$ cat src/rtl/mbx_pkg.sv
package mbx_pkg;

    localparam int STAT_W    = 32;
    localparam int WORD_W    = 32;
    localparam int HDR_LEN_W = 12;

    localparam int B_RSP_AVAIL = 0;
    localparam int B_CMD_ROOM  = 1;
    localparam int B_LEN_BAD   = 3;
    localparam int B_EOP_LATE  = 4;
    localparam int B_CMD_OVF   = 8;
    localparam int B_RSP_UDF   = 9;

    localparam logic [STAT_W-1:0] STAT_DEFINED = 32'h0000_031B;
    localparam logic [STAT_W-1:0] STAT_ERRORS  = 32'h0000_0318;

    typedef struct packed {
        logic rsp_udf;
        logic cmd_ovf;
        logic eop_late;
        logic len_bad;
    } mbx_err_t;

    typedef struct packed {
        logic              sop;
        logic              eop;
        logic [WORD_W-1:0] data;
    } mbx_cmd_word_t;

    typedef enum logic {
        PKT_IDLE = 1'b0,
        PKT_BODY = 1'b1
    } pkt_state_e;

    function automatic logic [STAT_W-1:0] pack_status(input mbx_err_t e,
                                                      input logic rsp_avail,
                                                      input logic cmd_room);
        logic [STAT_W-1:0] s;
        s              = '0;
        s[B_RSP_AVAIL] = rsp_avail;
        s[B_CMD_ROOM]  = cmd_room;
        s[B_LEN_BAD]   = e.len_bad;
        s[B_EOP_LATE]  = e.eop_late;
        s[B_CMD_OVF]   = e.cmd_ovf;
        s[B_RSP_UDF]   = e.rsp_udf;
        return s;
    endfunction

endpackage

$ cat src/rtl/mbx_rst_qual.sv
module mbx_rst_qual #(
    parameter int RST_MIN = 10
) (
    input  logic clk,
    input  logic rst,
    output logic rst_eff
);
    localparam int CW = $clog2(RST_MIN + 1);

    logic [CW-1:0] held;

    // Counts consecutive cycles with the request high; cleared whenever it drops.
    always_ff @(posedge clk) begin
        if (!rst) begin
            held <= '0;
        end else if (held != CW'(RST_MIN)) begin
            held <= held + 1'b1;
        end
    end

    assign rst_eff = rst && (held >= CW'(RST_MIN - 1));

endmodule

$ cat src/rtl/mbx_fifo.sv
module mbx_fifo #(
    parameter int W     = 8,
    parameter int DEPTH = 4
) (
    input  logic         clk,
    input  logic         rst,
    input  logic         flush,
    input  logic         push,
    input  logic [W-1:0] wdata,
    input  logic         pop,
    output logic [W-1:0] rdata,
    output logic         empty,
    output logic         full
);
    localparam int AW   = (DEPTH > 1) ? $clog2(DEPTH) : 1;
    localparam int CNTW = $clog2(DEPTH + 1);

    logic [W-1:0]    mem [DEPTH];
    logic [AW-1:0]   wp;
    logic [AW-1:0]   rp;
    logic [CNTW-1:0] cnt;
    logic            do_push;
    logic            do_pop;

    function automatic logic [AW-1:0] bump(input logic [AW-1:0] p);
        return (p == AW'(DEPTH - 1)) ? '0 : p + 1'b1;
    endfunction

    assign empty   = (cnt == '0);
    assign full    = (cnt == CNTW'(DEPTH));
    assign do_push = push && !full;
    assign do_pop  = pop && !empty;
    assign rdata   = mem[rp];

    always_ff @(posedge clk) begin
        if (rst || flush) begin
            wp  <= '0;
            rp  <= '0;
            cnt <= '0;
        end else begin
            if (do_push) wp <= bump(wp);
            if (do_pop)  rp <= bump(rp);
            case ({do_push, do_pop})
                2'b10:   cnt <= cnt + 1'b1;
                2'b01:   cnt <= cnt - 1'b1;
                default: cnt <= cnt;
            endcase
        end
    end

    always_ff @(posedge clk) begin
        if (do_push && !flush && !rst) begin
            mem[wp] <= wdata;
        end
    end

endmodule

$ cat src/rtl/mbx_pkt_check.sv
module mbx_pkt_check
    import mbx_pkg::*;
#(
    parameter int EOP_TIMEOUT = 64,
    parameter int LEN_W       = HDR_LEN_W
) (
    input  logic             clk,
    input  logic             rst,
    input  logic             halt,
    input  logic             acc,
    input  logic             sop,
    input  logic             eop,
    input  logic [LEN_W-1:0] hdr_len,
    output logic             len_bad,
    output logic             eop_late
);
    localparam int TW = $clog2(EOP_TIMEOUT + 1);

    pkt_state_e       state, state_n;
    logic [LEN_W-1:0] remain, remain_n;
    logic [TW-1:0]    idle_cnt;
    logic             expired;

    assign expired = (state == PKT_BODY) && !halt && (idle_cnt == TW'(EOP_TIMEOUT - 1));

    always_comb begin
        state_n  = state;
        remain_n = remain;
        len_bad  = 1'b0;
        eop_late = 1'b0;
        if (acc) begin
            case (state)
                PKT_IDLE: begin
                    if (!sop) begin
                        len_bad = 1'b1;
                    end else if (eop) begin
                        len_bad = (hdr_len != '0);
                    end else if (hdr_len == '0) begin
                        eop_late = 1'b1;
                    end else begin
                        state_n  = PKT_BODY;
                        remain_n = hdr_len;
                    end
                end
                default: begin
                    if (sop) begin
                        len_bad = 1'b1;
                    end else if (eop) begin
                        len_bad = (remain != LEN_W'(1));
                        state_n = PKT_IDLE;
                    end else if (remain == LEN_W'(1)) begin
                        eop_late = 1'b1;
                        state_n  = PKT_IDLE;
                    end else begin
                        remain_n = remain - 1'b1;
                    end
                end
            endcase
        end else if (expired) begin
            eop_late = 1'b1;
        end
    end

    always_ff @(posedge clk) begin
        if (rst) begin
            state  <= PKT_IDLE;
            remain <= '0;
        end else begin
            state  <= state_n;
            remain <= remain_n;
        end
    end

    always_ff @(posedge clk) begin
        if (rst || acc) begin
            idle_cnt <= '0;
        end else if (state == PKT_BODY && !halt && idle_cnt != TW'(EOP_TIMEOUT)) begin
            idle_cnt <= idle_cnt + 1'b1;
        end
    end

endmodule

$ cat src/rtl/mbx_err_monitor.sv
module mbx_err_monitor
    import mbx_pkg::*;
#(
    parameter int CMD_DEPTH   = 8,
    parameter int RSP_DEPTH   = 8,
    parameter int EOP_TIMEOUT = 64,
    parameter int RST_MIN     = 10
) (
    input  logic              clk,
    input  logic              rst,
    input  logic              cmd_wr,
    input  logic              cmd_sop,
    input  logic              cmd_eop,
    input  logic [WORD_W-1:0] cmd_data,
    input  logic              rsp_rd,
    output logic [WORD_W-1:0] rsp_data,
    input  logic              irq_en_wr,
    input  logic [STAT_W-1:0] irq_en_data,
    output logic [STAT_W-1:0] status,
    output logic              irq,
    input  logic              mb_cmd_rd,
    output logic              mb_cmd_valid,
    output logic              mb_cmd_sop,
    output logic              mb_cmd_eop,
    output logic [WORD_W-1:0] mb_cmd_data,
    input  logic              mb_rsp_wr,
    input  logic [WORD_W-1:0] mb_rsp_data,
    output logic              mb_rsp_full
);
    localparam int CMD_W = $bits(mbx_cmd_word_t);

    logic              rst_eff;
    logic              cmd_full, cmd_empty;
    logic              rsp_empty;
    logic              cmd_acc;
    logic              rsp_flush;
    logic              err_any, err_set;
    mbx_err_t          err_q, err_ev;
    logic [STAT_W-1:0] irq_en_q;
    mbx_cmd_word_t     cmd_in, cmd_head;

    mbx_rst_qual #(.RST_MIN(RST_MIN)) u_rst (
        .clk     (clk),
        .rst     (rst),
        .rst_eff (rst_eff)
    );

    assign err_any = |err_q;
    assign cmd_acc = cmd_wr && !cmd_full && !err_any;
    assign cmd_in  = '{sop: cmd_sop, eop: cmd_eop, data: cmd_data};

    mbx_fifo #(.W(CMD_W), .DEPTH(CMD_DEPTH)) u_cmd_fifo (
        .clk   (clk),
        .rst   (rst_eff),
        .flush (1'b0),
        .push  (cmd_acc),
        .wdata (cmd_in),
        .pop   (mb_cmd_rd),
        .rdata (cmd_head),
        .empty (cmd_empty),
        .full  (cmd_full)
    );

    mbx_pkt_check #(.EOP_TIMEOUT(EOP_TIMEOUT), .LEN_W(HDR_LEN_W)) u_pkt (
        .clk      (clk),
        .rst      (rst_eff),
        .halt     (err_any),
        .acc      (cmd_acc),
        .sop      (cmd_sop),
        .eop      (cmd_eop),
        .hdr_len  (cmd_data[HDR_LEN_W-1:0]),
        .len_bad  (err_ev.len_bad),
        .eop_late (err_ev.eop_late)
    );

    assign err_ev.cmd_ovf = cmd_wr && cmd_full;
    assign err_ev.rsp_udf = rsp_rd && rsp_empty;
    assign err_set        = |err_ev;
    assign rsp_flush      = err_any || err_set;

    mbx_fifo #(.W(WORD_W), .DEPTH(RSP_DEPTH)) u_rsp_fifo (
        .clk   (clk),
        .rst   (rst_eff),
        .flush (rsp_flush),
        .push  (mb_rsp_wr),
        .wdata (mb_rsp_data),
        .pop   (rsp_rd),
        .rdata (rsp_data),
        .empty (rsp_empty),
        .full  (mb_rsp_full)
    );

    always_ff @(posedge clk) begin
        if (rst_eff) begin
            err_q <= '0;
        end else begin
            err_q <= mbx_err_t'(err_q | err_ev);
        end
    end

    always_ff @(posedge clk) begin
        if (rst_eff) begin
            irq_en_q <= '0;
        end else if (irq_en_wr) begin
            irq_en_q <= irq_en_data & STAT_DEFINED;
        end
    end

    assign status       = pack_status(err_q, !rsp_empty, !cmd_full);
    assign irq          = |(status & irq_en_q);
    assign mb_cmd_valid = !cmd_empty;
    assign mb_cmd_sop   = cmd_head.sop;
    assign mb_cmd_eop   = cmd_head.eop;
    assign mb_cmd_data  = cmd_head.data;

endmodule

$ cat config.mk
export PLATFORM = sky130hd
export DESIGN_NAME = mbx_err_monitor
export DESIGN_NICKNAME = d
export VERILOG_FILES = /design/src/rtl/mbx_pkg.sv /design/src/rtl/mbx_rst_qual.sv /design/src/rtl/mbx_fifo.sv /design/src/rtl/mbx_pkt_check.sv /design/src/rtl/mbx_err_monitor.sv
export SDC_FILE = /design/constraint.sdc
export NUM_CORES = 1
export LEC_CHECK = 0
export CAP_MARGIN = 20
export CORE_MARGIN = 8
export CORE_UTILIZATION = 40
export CTS_BUF_LIST = sky130_fd_sc_hd__clkbuf_16
export CTS_CLUSTER_SIZE = 8
export DETAILED_ROUTE_END_ITERATION = 10
export PLACE_DENSITY_LB_ADDON = 0.08
export SETUP_SLACK_MARGIN = 0.5
export SLEW_MARGIN = 20
export SYNTH_ARGS = -nofsm -noshare
export SYNTH_HDL_FRONTEND = slang
export SYNTH_SLANG_ARGS = --single-unit
$ cat constraint.sdc
create_clock -name clk -period 7.7 [get_ports clk]
set_input_delay 1.54 -clock clk [delete_from_list [all_inputs] [get_ports clk]]
set_output_delay 1.54 -clock clk [all_outputs]
set_load 0.005 [all_outputs]
* Word level (Yosys, flattened, before mapping)
Memory sizes are Yosys's and may differ from the RTL's. A register that Yosys moved wholly into a read port is not among the register bits.
Index checks and enable logic that the tools add are counted.
** Storage, ports and cells
- Output and inout port bits :: 101
- Memories kept :: 2
- Word-level logic and storage cells :: 130
- Bits in writable memories :: 528
- Register bits after elaboration :: 54
** Memory list
- u_cmd_fifo.mem :: words 8, width 34, read ports 1, clocked after memory_dff 1, write ports 1, RTL line mbx_fifo.sv:18 : logic [W-1:0] mem [DEPTH];
- u_rsp_fifo.mem :: words 8, width 32, read ports 1, clocked after memory_dff 1, write ports 1, RTL line mbx_fifo.sv:18
** Operators by class
- Reductions and logical operators :: 36
- Bitwise logic cells :: 2
- Equality and inequality tests :: 20
- Add/subtract/negate cells :: 11
- Mux-type cells :: 43
- Order comparisons :: 1
** Operator list (number)
- two-way mux 12 bit :: 7
- OR reduction 32 bit :: 1
- two-way mux 1 bit :: 26
- two-way mux 3 bit :: 8
- one-hot mux 4 bit (2 select lines) :: 2
- logical AND 1 bit :: 15
- adder 3 x 1 -> 3 bit, second input constant :: 4
- adder 4 x 1 -> 4 bit, second input constant :: 3
- == test 12 x 1 -> 1 bit, second input constant :: 1
- == test 3 bit, second input constant :: 4
- logical NOT 12 bit :: 1
- inequality test 12 x 1 -> 1 bit, second input constant :: 1
- nonzero test 12 bit :: 1
- subtractor 12 x 1 -> 12 bit, second input constant :: 1
- bitwise AND 10 bit :: 1
- == test 4 bit, second input constant :: 2
- logical NOT 4 bit :: 2
- OR reduction 4 bit :: 2
- subtractor 4 x 1 -> 4 bit, second input constant :: 2
- adder 7 x 1 -> 7 bit, second input constant :: 1
- == test 7 x 6 -> 1 bit, second input constant :: 1
- logical NOT 1 bit :: 7
- inequality test 7 bit, second input constant :: 1
- AND reduction 7 bit :: 1
- other kinds (9) :: 18

* Longest topological paths before layout
- Depth in word-level cells :: 13
- Depth in mapped cells :: 11

* By module
A second synthesis with hierarchy kept.
** Unflattened totals
- Cells, all modules :: 1184
- Area total of the unflattened synthesis :: 23622.7 µm²
** By module, submodules not included
- mbx_fifo at u_cmd_fifo :: cells an instance 476, sequential area each 8428.1 µm², instances 1, area an instance 11033.1 µm²
- mbx_fifo at u_rsp_fifo :: cells an instance 453, sequential area each 7947.6 µm², instances 1, area an instance 10461.3 µm²
- mbx_pkt_check :: cells an instance 158, sequential area each 400.4 µm², instances 1, area an instance 1270.0 µm²
- mbx_err_monitor :: cells an instance 71, sequential area each 200.2 µm², instances 1, area an instance 614.3 µm²
- mbx_rst_qual :: cells an instance 26, sequential area each 80.1 µm², instances 1, area an instance 244.0 µm²

* Least setup slack after synthesis
OpenSTA, ideal clock, no wires.
- Path type :: input-to-reg
- Start point :: input cmd_data[10]
- End point :: memory u_rsp_fifo.mem[1][0] in the netlist's numbering, enable pin
- Slack :: 1553 ps
- Required time :: 7199 ps
- Stages on the path :: 6
- Arrival :: 5646 ps
- Buffers on the path :: 1
- Setup time :: 501 ps
- Path through :: nor4_1 nand4_1 o31a_1 a31o_1 buf_6 nor4_1
** Between the ends
- Cells in the longest elaborated chain, start to end :: 13
- Elaborated cells on any way between the ends :: 18
- Those cells by class :: mux: 11; reduce/logical: 7
** RTL lines
- start: declaration :: RTL line mbx_err_monitor.sv:14 : input logic [WORD_W-1:0] cmd_data,
- logical NOT 12 bit :: RTL line mbx_pkt_check.sv:38 : end else if (hdr_len == '0) begin
- two-way mux 1 bit :: RTL line mbx_pkt_check.sv:38
- two-way mux 1 bit :: RTL line mbx_pkt_check.sv:36 : end else if (eop) begin
- two-way mux 1 bit :: RTL line mbx_pkt_check.sv:34 : if (!sop) begin
- two-way mux 1 bit :: RTL line mbx_pkt_check.sv:32 : case (state)
- two-way mux 1 bit :: RTL line mbx_pkt_check.sv:31 : if (acc) begin
- OR reduction 4 bit * :: RTL line mbx_err_monitor.sv:78 : assign err_set = |err_ev;
- logical OR 1 bit * :: RTL line mbx_err_monitor.sv:79 : assign rsp_flush = err_any || err_set;
- logical NOT 1 bit * :: RTL line mbx_fifo.sv:52 : if (do_push && !flush && !rst) begin
- logical AND 1 bit * (2 in series) :: RTL line mbx_fifo.sv:52
- two-way mux 1 bit * :: RTL line mbx_fifo.sv:52
- two-way mux 1 bit (not written as such) * :: RTL line mbx_fifo.sv:53 : mem[wp] <= wdata;
- end: declaration :: RTL line mbx_fifo.sv:18
Mark *: on every way between the ends. The rest lies on a longest branch, timed or not.

==> metrics <==
Fin. Hold Viols=0; number of setup buffers added after CTS=0; Worst Hold Class=flip-flop to flip-flop; Final Max Slew Viols=0; Worst path max stage delay=around 0.9 ns; WL/cell=around 23 um; post-detail-place hpwl=about 27 mm; mean post-synth cell area=between 15 and 20 um2; EDFF count, synth=between 500 and 600; main combinational cell family by area after synthesis=multiplexers; max_cap viols=0; Ys Warns=0; Final nets=roughly 1.5k; CP Capture Type=primary output; I/O Pins=~210; Max Fclk=196 MHz; worst path arrival time=between 3 and 4 ns; Yosys reg bits=between 500 and 600; CTS tree=done; clk buf depth=3; die area=around 66,000 um2; adder-cell area share of the yosys netlist=between 1 and 1.5%; drt pass-1 iters=4; R2R Path Start=u_pkt.state$_SDFFE_PP0P_; Post-Synth XOR/XNOR Area=less than 1%; # H-tree levels=3; count leader, synth=edfxtp_1; Synth area leaders=edfxtp_1 (68%), mux4_2 (13%), dfxtp_1 (5.1%); Clock Root Buffer=clkbuf_16; Slew Limit Headroom=about 27%; Worst setup SP type=flip-flop; RSZ-0062 raised after global routing=false; post-synth top area cell=edfxtp_1; Worst-Margin Slew=around 1.1 ns; share of layout cells above drive strength 1=between 20% and 30%; Hold Startpoint=u_pkt.remain[11]$_SDFFE_PP0P_; Compound-Gate Fraction of Synth Area=about 2.4%; sequential fraction of the synthesis area=about three quarters; cts bufs inserted=between 80 and 90; via count=between 10k and 15k; crit path kind=flip-flop to primary output; crit-path cells=buf_4 > mux4_2 > mux2_2 > clkdlybuf4s50_1; IO buf count=approximately 150; Tcrit/Tclk final=approximately two thirds; core area=57,700 um2; antenna violations before repair=5; DRT Wirelength=about 50 mm; count of cell types in the netlist=71; clk_lat worst skew=a little over 0.6 ns; RD Place Congestion=~0.73; drt initial violations=between 500 and 600; final worst setup slack=~2.6 ns; Post-route DRC=0; clk slew on worst S/H paths=roughly 0.050 ns; # rows=88; hold_buf cts=0; status=finished, final reports clean; Setup WS pre-CTS=about 2.3 ns; setup violators final=0; register area=roughly 17,000 um2; Main synth FF type=edfxtp_1; min cycle time layout=about 5.1 ns; gr usage total=between 10% and 20%; routed vias/inst=between 5 and 6; Worst path slowest cell=dfxtp_4; fillcell total=slightly below 5k; pin count of the biggest net entering global routing=67; number of gates resized after cts=0; Power Dens Cells=~290 nW/um2; post-route ant nets=0; CP Buf/Inv Count=2; WP data required=~6 ns; area share of the largest cell type after synthesis=67.9%; Die Wd=approximately 260 um; CP max FO=39; mapped cell area=about 23,000 um2; maximum vdd ir drop=0.201 mV; post-synthesis simple-gate area fraction=approximately 3.9%; final clock skew=0.0243 ns; multi-input logic area=5970 um2; total grt overflow=0; Sink Count=588; Die Span Y=approximately 260 um; fraction of synthesized area in multiplexers=16.5%; Post-Synthesis Cells=1,180; CP delay by family, top=buffers and inverters; Static Leak=approximately 9 nW; first-pass GRT wire length=76.5 mm; setup tns final=0 ns; Initial Util=approximately 40%; ys async rst share=0%; Core Util, Final=roughly half; Synth top cells by count=edfxtp_1 (528), mux4_2 (132), mux2_2 (67), dfxtp_1 (60), nor2_1 (40); vias in the first global route=~12k; area grow syn2layout=20.3%
-- cells in the final DEF, fill, tap and decap left out, types with 8 or more instances in the layout --
master and count:
edfxtp_1 528, clkdlybuf4s50_1 153, mux4_2 132, clkbuf_16 84, mux2_2 67, dfxtp_1 54
inv_1 38, nor2_1 34, a21oi_1 33, nand2_1 26, conb_1 26, buf_4 25
ha_1 22, o21ai_0 13, mux2i_1 12, nor4_1 9, nor3_1 9, nand3_1 8
nor3_2 8, xor2_1 8
-- layout make-up --
| cell class | instances | area share, % |
|---|---|---|
| flip-flops and latches | 588 | 60.7 |
| multi-input cells | 515 | 21.3 |
| clock inverters | 26 | 0.637 |
| inverters | 21 | 0.281 |
| diodes | 1 | 0.00891 |
| clock buffers | 84 | 7.48 |
| repair buffers | 179 | 6.19 |
| well taps | 765 | 3.41 |
-- stage by stage --
step | total power [W] | hold slack [ns] | std cells | area (um2)
detailed placement | 0.00497 | 0.463 | 2068 | 25800
global route | 0.00842 | 0.508 | 2178 | 28100
floorplan | 0.00442 | 0.440 | 1205 | 23400
finish | 0.00807 | 0.467 | 2179 | 28100
global placement | 0.00496 | 0.452 | 2068 | 25800
CTS | 0.00822 | 0.471 | 2178 | 28100
-- final timing paths --
check,end,slack (ns),depth (start not counted)
hold / removal,u_pkt.remain[11]$_SDFFE_PP0P_,0.47,2
setup / recovery,mb_cmd_data[6],2.59,4
setup reg to reg,u_rsp_fifo.mem[7][20]$_DFFE_PP_,3.36,6
hold reg to reg,u_pkt.remain[11]$_SDFFE_PP0P_,0.47,2
-- worst register-to-register path, delay by kind of cell (launching register included) --
family	cells	cell delay, ns
DFF	1	0.86
and+or+nand+nor	1	0.73
buffers and inverters	3	1.58
AOI/OAI and AO/OA	2	0.80
-- kinds of logic (layout without fill, tap and decap cells) --
kind of cell | count (synthesis) | in the layout
DFF | 588 | 588
adders and majority gates | 24 | 24
and+or+nand+nor | 154 | 154
other | 1 | 27
buffers and inverters | 102 | 310
AOI/OAI and AO/OA | 87 | 87
xor gates and xnor gates | 13 | 13
muxes | 211 | 211
-- sequential cells by signal (all words and copies together) (netlist names), 4 cells and up, named ones only --
name and flops:
irq_en_q 6, status 4, u_cmd_fifo.cnt 4, u_cmd_fifo.mem 272, u_pkt.idle_cnt 7, u_pkt.remain 12
u_rsp_fifo.cnt 4, u_rsp_fifo.mem 256, u_rst.held 4
-- routing by layer --
metal,up-vias,track usage [%],share of wire [%]
met5,-,0,0.11
met4,8,4.06,1.8
met3,91,3.81,5.0
met2,231,25.4,50
met1,5987,19.2,43
li1,5166,-,-
-- where the power goes --
| group | internal (W) | leakage [nW] | switching, W |
|---|---|---|---|
| clock | 0.00193 | 1.18 | 0.00127 |
| combinational | 0.000734 | 2.60 | 0.000483 |
| sequential | 0.00353 | 5.24 | 0.000115 |
| total | 0.00620 | 9.03 | 0.00187 |
(Power assumes the default switching activity.)
